### src/rtl/flash_span_splitter_pkg.sv
package flash_span_splitter_pkg;
  typedef enum logic [1:0] {
    ST_IDLE  = 2'd0,
    ST_ISSUE = 2'd1,
    ST_WAIT  = 2'd2
  } splt_state_e;
endpackage

### src/rtl/splt_addr_decode.sv
module splt_addr_decode #(
  parameter int ADDR_W    = 24,
  parameter int WIN_SHIFT = 11
) (
  input  logic [ADDR_W-1:0]        addr_i,
  output logic [ADDR_W-WIN_SHIFT-1:0] chip_o,
  output logic [WIN_SHIFT-1:0]     off_o
);
  // divide by interleave folds into the window shift
  assign chip_o = addr_i[ADDR_W-1:WIN_SHIFT];
  assign off_o  = addr_i[WIN_SHIFT-1:0];
endmodule

### src/rtl/splt_len_clip.sv
module splt_len_clip #(
  parameter int LEN_W = 16,
  parameter int OFF_W = 11
) (
  input  logic [OFF_W-1:0] off_i,
  input  logic [LEN_W-1:0] rem_i,
  output logic [LEN_W-1:0] len_o
);
  localparam int SUM_W = ((LEN_W > OFF_W) ? LEN_W : OFF_W) + 1;

  logic [SUM_W-1:0] win;
  logic [SUM_W-1:0] span;

  always_comb begin
    win   = SUM_W'(1) << OFF_W;
    span  = SUM_W'(off_i) + SUM_W'(rem_i);
    len_o = (span > win) ? LEN_W'(win - SUM_W'(off_i)) : rem_i;
  end
endmodule

### src/rtl/flash_span_splitter.sv
module flash_span_splitter
  import flash_span_splitter_pkg::*;
#(
  parameter int ADDR_W     = 24,
  parameter int LEN_W      = 16,
  parameter int CHIP_SHIFT = 10,
  parameter int INTLV      = 2,
  parameter int NUM_CHIPS  = 4,
  localparam int ILV_SHIFT = $clog2(INTLV),
  localparam int WIN_SHIFT = CHIP_SHIFT + ILV_SHIFT,
  localparam int CHIP_W    = ADDR_W - WIN_SHIFT,
  localparam int IDX_W     = (NUM_CHIPS > 1) ? $clog2(NUM_CHIPS) : 1
) (
  input  logic                 clk_i,
  input  logic                 rst_ni,
  input  logic                 req_valid_i,
  output logic                 req_ready_o,
  input  logic [ADDR_W-1:0]    req_addr_i,
  input  logic [LEN_W-1:0]     req_len_i,
  output logic                 sub_valid_o,
  input  logic                 sub_ready_i,
  output logic [IDX_W-1:0]     sub_chip_o,
  output logic [WIN_SHIFT-1:0] sub_off_o,
  output logic [LEN_W-1:0]     sub_len_o,
  input  logic                 rsp_valid_i,
  input  logic                 rsp_err_i,
  output logic                 done_o,
  output logic [LEN_W-1:0]     done_count_o,
  output logic                 done_err_o
);
  splt_state_e          state_q;
  logic [CHIP_W-1:0]    chip_q;
  logic [WIN_SHIFT-1:0] off_q;
  logic [LEN_W-1:0]     rem_q;
  logic [LEN_W-1:0]     cnt_q;
  logic                 done_q;
  logic                 err_q;

  logic [CHIP_W-1:0]    dec_chip;
  logic [WIN_SHIFT-1:0] dec_off;
  logic [LEN_W-1:0]     cur_len;
  logic [LEN_W-1:0]     next_rem;
  logic [CHIP_W-1:0]    next_chip;
  logic                 in_range;
  logic                 last_sub;

  splt_addr_decode #(
    .ADDR_W   (ADDR_W),
    .WIN_SHIFT(WIN_SHIFT)
  ) u_decode (
    .addr_i(req_addr_i),
    .chip_o(dec_chip),
    .off_o (dec_off)
  );

  splt_len_clip #(
    .LEN_W(LEN_W),
    .OFF_W(WIN_SHIFT)
  ) u_clip (
    .off_i(off_q),
    .rem_i(rem_q),
    .len_o(cur_len)
  );

  always_comb begin
    next_rem  = rem_q - cur_len;
    next_chip = chip_q + CHIP_W'(1);
    in_range  = dec_chip < CHIP_W'(NUM_CHIPS);
    last_sub  = (next_rem == '0) || (next_chip == CHIP_W'(NUM_CHIPS));
  end

  always_ff @(posedge clk_i or negedge rst_ni) begin
    if (!rst_ni) begin
      state_q <= ST_IDLE;
      chip_q  <= '0;
      off_q   <= '0;
      rem_q   <= '0;
      cnt_q   <= '0;
      done_q  <= 1'b0;
      err_q   <= 1'b0;
    end else begin
      done_q <= 1'b0;
      unique case (state_q)
        ST_IDLE: begin
          if (req_valid_i) begin
            cnt_q <= '0;
            err_q <= 1'b0;
            if (req_len_i == '0 || !in_range) begin
              done_q <= 1'b1;
            end else begin
              chip_q  <= dec_chip;
              off_q   <= dec_off;
              rem_q   <= req_len_i;
              state_q <= ST_ISSUE;
            end
          end
        end
        ST_ISSUE: begin
          if (sub_ready_i) state_q <= ST_WAIT;
        end
        ST_WAIT: begin
          if (rsp_valid_i) begin
            if (rsp_err_i) begin
              err_q   <= 1'b1;
              done_q  <= 1'b1;
              state_q <= ST_IDLE;
            end else begin
              cnt_q  <= cnt_q + cur_len;
              rem_q  <= next_rem;
              chip_q <= next_chip;
              off_q  <= '0;
              if (last_sub) begin
                done_q  <= 1'b1;
                state_q <= ST_IDLE;
              end else begin
                state_q <= ST_ISSUE;
              end
            end
          end
        end
        default: state_q <= ST_IDLE;
      endcase
    end
  end

  assign req_ready_o  = (state_q == ST_IDLE);
  assign sub_valid_o  = (state_q == ST_ISSUE);
  assign sub_chip_o   = chip_q[IDX_W-1:0];
  assign sub_off_o    = off_q;
  assign sub_len_o    = cur_len;
  assign done_o       = done_q;
  assign done_count_o = cnt_q;
  assign done_err_o   = err_q;
endmodule

### config.mk
export PLATFORM = sky130hd
export DESIGN_NAME = flash_span_splitter
export DESIGN_NICKNAME = d
export VERILOG_FILES = /design/src/rtl/flash_span_splitter_pkg.sv /design/src/rtl/splt_addr_decode.sv /design/src/rtl/splt_len_clip.sv /design/src/rtl/flash_span_splitter.sv
export SDC_FILE = /design/constraint.sdc
export NUM_CORES = 1
export LEC_CHECK = 0
export BUFFER_PORTS_ARGS = -buffer_cell sky130_fd_sc_hd__buf_2
export CAP_MARGIN = 20
export CORE_MARGIN = 4
export CORE_UTILIZATION = 55
export CTS_CLUSTER_SIZE = 28
export DETAILED_ROUTE_END_ITERATION = 12
export GPL_TIMING_DRIVEN = 1
export PLACE_DENSITY = 0.8
export SYNTH_ARGS = -nofsm -noshare
export SYNTH_HDL_FRONTEND = slang
export SYNTH_SLANG_ARGS = --single-unit
### constraint.sdc
create_clock -name clk_i -period 16.82 [get_ports clk_i]
set_clock_uncertainty 0.05 [all_clocks]
set_input_delay 0.841 -clock clk_i [delete_from_list [all_inputs] [get_ports clk_i]]
set_output_delay 0.841 -clock clk_i [all_outputs]
set_load 0.05 [all_outputs]
==> impl_results.rst <==
.. list-table::
   :header-rows: 1

   * - Metric
     - Value
   * - Number of global-route vias before repair
     - 5031
   * - Outcome
     - completed
   * - Ranking of synthesized cells by instance count
     - sky130_fd_sc_hd__nand2_1 (76), sky130_fd_sc_hd__o21ai_0 (74), sky130_fd_sc_hd__nor2_1 (62)
   * - Crit path top cell by count
     - sky130_fd_sc_hd__o2111ai_1
   * - Crit path max-delay family
     - compound AO/OA/AOI/OAI gates
   * - Average size of a mapped cell
     - 8.12 um2
   * - Number of buffers on the longest clock path
     - 2
   * - I/O pin cnt
     - 95
   * - Most frequent cell after synthesis
     - sky130_fd_sc_hd__nand2_1
   * - Worst hold path cell count
     - 2
   * - Vias after detailed routing
     - 5245
   * - Share of final-layout standard cells stronger than drive strength 1
     - 0.166
   * - Reported max-cap violation count
     - 0
   * - Initial DRT Pass Iterations
     - 5
   * - Antenna Violating Nets Remaining
     - 0
   * - Cell chain of the critical path
     - ha_1 -> fa_1 -> a21o_1 -> a21oi_1 -> xor2_1 -> o2111ai_1 -> a2111oi_1 -> o2111ai_1 -> a221oi_4 -> buf_4 -> mux2i_1 -> ha_1 -> inv_1 -> fa_1 -> a21o_1 -> a211oi_1 -> o2111ai_1 -> nor4_1 -> nand4_1 -> nor4_1 -> a311oi_1 -> or3_1
   * - Main area contributors after synthesis
     - sky130_fd_sc_hd__dfrtp_1 (28%), sky130_fd_sc_hd__ha_1 (9.4%), sky130_fd_sc_hd__o21ai_0 (7.0%)
   * - Clock network latency to the later pin of the worst-skew pair
     - 0.34 ns
   * - Nature of the critical path startpoint
     - flip-flop
   * - Total global routing overflow
     - 0
   * - Total half-perimeter wirelength after legalization and detailed placement
     - 11.0 mm
   * - FP Rows
     - 35
   * - Peak per-stage delay on the critical path
     - 0.43 ns
   * - Effective utilization at floorplan
     - 0.569
   * - Cell area after synthesis
     - 0.00530 mm2
   * - Area of the core
     - 0.00933 mm2
   * - Largest vdd supply drop
     - 0.178 mV
   * - Type of the worst setup path
     - reg -> reg
   * - Pin count of the biggest net entering global routing
     - 78
   * - Number of setup buffers added after CTS
     - 0
   * - Number of diodes
     - 0
   * - IO buf count
     - 90
   * - Fin. Hold Viols
     - 0
   * - Hold path start
     - done_count_o[13]
   * - Final TNS setup
     - 0 ns
   * - Library cell with the largest summed area after synthesis
     - sky130_fd_sc_hd__dfrtp_1
   * - Internal reg-to-reg setup slack
     - 10.42 ns
   * - Number of H-tree branching levels
     - 3
   * - Final Max Slew Viols
     - 0
   * - Area share of the largest cell type after synthesis
     - 0.283
   * - Distinct cell type count of the synthesized netlist
     - 65
   * - Number of synthesized register bits
     - 60
   * - Initial antenna violation count
     - 0
   * - Final routed DRC violation total
     - 0
   * - Final core utilization
     - 0.647
   * - Aggregate global-route resource usage
     - 0.261
   * - Max Fanout on Critical Path
     - 23
   * - Areal power density over the cells
     - 242 mW/mm2
   * - Setup repair after global routing missed its margin
     - no
   * - Total clock sinks
     - 60
   * - Arrival @ worst endpoint
     - 6.56 ns
   * - Number of cells on the worst reg-to-reg path
     - 22
   * - Yosys synthesis warning count
     - 0
   * - Via/cell ratio
     - 6.04
   * - Post-synth EDFFs
     - 0
   * - Total of hold buffers inserted after clock tree synthesis
     - 0
   * - Final GP Congestion
     - ~0.87
   * - Detailed router's first-iteration violation count
     - 345
   * - Root buf cell
     - sky130_fd_sc_hd__clkbuf_8
   * - Hold endpoint
     - done_count_o[13]
   * - Actual slew at the worst max-slew pin
     - 0.849 ns
   * - DR WL/cell
     - 16.7 um
   * - Post-Syn Instances
     - 653
   * - Total Die Area
     - 0.0113 mm2
   * - Post-synthesis to final-layout area growth
     - 13.8%
   * - FMAX
     - between 150 and 200 MHz
   * - Total cell area at the placement stage
     - between 0.005 and 0.006 mm2
   * - Die Span Y
     - between 100 and 150 um
   * - R2R Path Start
     - sub_off_o[0]
   * - Detailed-route wire length
     - between 10 and 15 mm
   * - Clock slew at the register clock pins of the worst setup and hold paths
     - 0.07 ns
   * - Classification of the worst-slack hold path
     - reg -> reg
   * - Static Leakage
     - 2.81 nW
   * - Fraction of registers with async set/reset
     - 1.00
   * - Shortest clock period the worst path allows after layout
     - 6.40 ns
   * - Clock tree from TritonCTS
     - built
   * - Library cell contributing the largest single delay on the critical path
     - sky130_fd_sc_hd__fa_1
   * - Leading register cell type out of synthesis
     - sky130_fd_sc_hd__dfrtp_1
   * - Number of buffers created by CTS
     - 9
   * - Die outline width
     - between 100 and 150 um
   * - Total of endpoints with negative setup slack in the final report
     - 0
   * - Post-synthesis sequential area ratio
     - 0.283
   * - Final Net Count
     - approximately 800
   * - R2R Path End
     - state_q[0]
   * - Relative max-transition margin
     - 0.428
   * - Global-route wire length before repair
     - 24.2 mm
   * - Setup crit end kind
     - flip-flop
   * - Post-cts resize count
     - 0
   * - Buffers & Inverters on Critical Path
     - 2
   * - Final std cell area, no fill
     - 0.00603 mm2
   * - Worst endpoint required time
     - ~17 ns
   * - Fill cell total of the finished layout
     - 853
   * - Tcrit/Tclk final
     - 0.381
## per-stage QoR
stage	hold slack [ns]	instances	setup WS [ns]	total power, W
final	0.464	868	10.42	0.00146
after global routing	0.492	868	10.08	0.00158
after CTS	0.464	868	10.51	0.00145
after detailed placement	0.447	852	10.55	0.00130
after global placement	0.440	852	10.79	0.00127
after floorplan	0.425	659	10.09	0.00107
## sequential cells by signal, summed over array words and instances (netlist names)
signal and count:
state_q 2, sub_off_o 11, done_count_o 16, rem_q 16, done_err_o 1, done_o 1
chip_q 13
## area by class of cell
type	instances	area, um2	share of cell area
clock inverters	5	75.1	0.0124
repair buffers	96	495	0.0821
multi-input cells	547	3580	0.594
flip-flops and latches	60	1500	0.249
clock buffers	11	141	0.0234
well taps	129	161	0.0268
inverters	20	75.1	0.0124
## how the worst max path moves through the flow
stage	to	depth (start not counted)	slack, ns	from
2_1_floorplan	state_q[0]	22	10.09	sub_off_o[0]
3_3_place_gp	state_q[0]	22	10.79	sub_off_o[0]
3_5_place_dp	state_q[0]	22	10.55	sub_off_o[0]
4_1_cts	state_q[0]	22	10.51	sub_off_o[0]
5_1_grt	state_q[0]	22	10.08	sub_off_o[0]
6_report	state_q[0]	22	10.42	sub_off_o[0]
## report_power, final
part | switching (W) | internal (W)
Combinational | 0.000669 | 0.000371
Clock | 0.0000605 | 0.0000869
Sequential | 0.0000806 | 0.000192
## kinds of logic (layout without fill, tap and decap cells)
logic type / Yosys count / in the layout / share of synthesized area
AND/OR/NAND/NOR: 231 / 231 / 0.203
AO/OA/AOI/OAI: 198 / 198 / 0.234
flip-flops: 60 / 60 / 0.283
buffers and inverters: 52 / 132 / 0.0455
adder cells (fa/ha/maj): 43 / 43 / 0.106
XOR/XNOR: 36 / 36 / 0.0594
multiplexers: 32 / 32 / 0.0686
other: 1 / 7 / 0.000707
## routing by layer
metal / vias to the layer above / GRT usage / wire length [um]
li1: 2552 / - / -
met1: 2451 / 0.331 / 6230
met2: 208 / 0.449 / 7020
met3: 34 / 0.0340 / 863
met4: 0 / 0.105 / 403
met5: - / 0 / 0
## layout by cell type, fill, tap and decap left out, types with 6 or more instances in the layout
master and instances:
sky130_fd_sc_hd__buf_2 90, sky130_fd_sc_hd__nand2_1 76, sky130_fd_sc_hd__o21ai_0 74, sky130_fd_sc_hd__nor2_1 62, sky130_fd_sc_hd__dfrtp_1 60, sky130_fd_sc_hd__ha_1 40
sky130_fd_sc_hd__a21oi_1 37, sky130_fd_sc_hd__mux2i_1 21, sky130_fd_sc_hd__inv_1 20, sky130_fd_sc_hd__xnor2_1 20, sky130_fd_sc_hd__nor3_1 18, sky130_fd_sc_hd__nand3_1 17
sky130_fd_sc_hd__xor2_1 16, sky130_fd_sc_hd__a31oi_1 16, sky130_fd_sc_hd__nor4_1 15, sky130_fd_sc_hd__clkbuf_8 10, sky130_fd_sc_hd__a21o_1 8, sky130_fd_sc_hd__or3_1 8
sky130_fd_sc_hd__mux2_4 8, sky130_fd_sc_hd__conb_1 7, sky130_fd_sc_hd__and3_1 6, sky130_fd_sc_hd__o31ai_1 6, sky130_fd_sc_hd__o22a_1 6, sky130_fd_sc_hd__buf_4 6
## worst register-to-register path: stages, from the launching register on
cell	delay (ns)
sky130_fd_sc_hd__dfrtp_1	0.42
sky130_fd_sc_hd__ha_1	0.24
sky130_fd_sc_hd__fa_1	0.43
sky130_fd_sc_hd__a21o_1	0.20
sky130_fd_sc_hd__a21oi_1	0.18
sky130_fd_sc_hd__xor2_1	0.17
sky130_fd_sc_hd__o2111ai_1	0.15
sky130_fd_sc_hd__a2111oi_1	0.38
sky130_fd_sc_hd__o2111ai_1	0.22
sky130_fd_sc_hd__a221oi_4	0.32
sky130_fd_sc_hd__buf_4	0.39
sky130_fd_sc_hd__mux2i_1	0.38
sky130_fd_sc_hd__ha_1	0.23
sky130_fd_sc_hd__inv_1	0.05
sky130_fd_sc_hd__fa_1	0.41
sky130_fd_sc_hd__a21o_1	0.18
sky130_fd_sc_hd__a211oi_1	0.34
sky130_fd_sc_hd__o2111ai_1	0.14
sky130_fd_sc_hd__nor4_1	0.33
sky130_fd_sc_hd__nand4_1	0.16
sky130_fd_sc_hd__nor4_1	0.38
sky130_fd_sc_hd__a311oi_1	0.16
sky130_fd_sc_hd__or3_1	0.36
(Power assumes the default switching activity.)
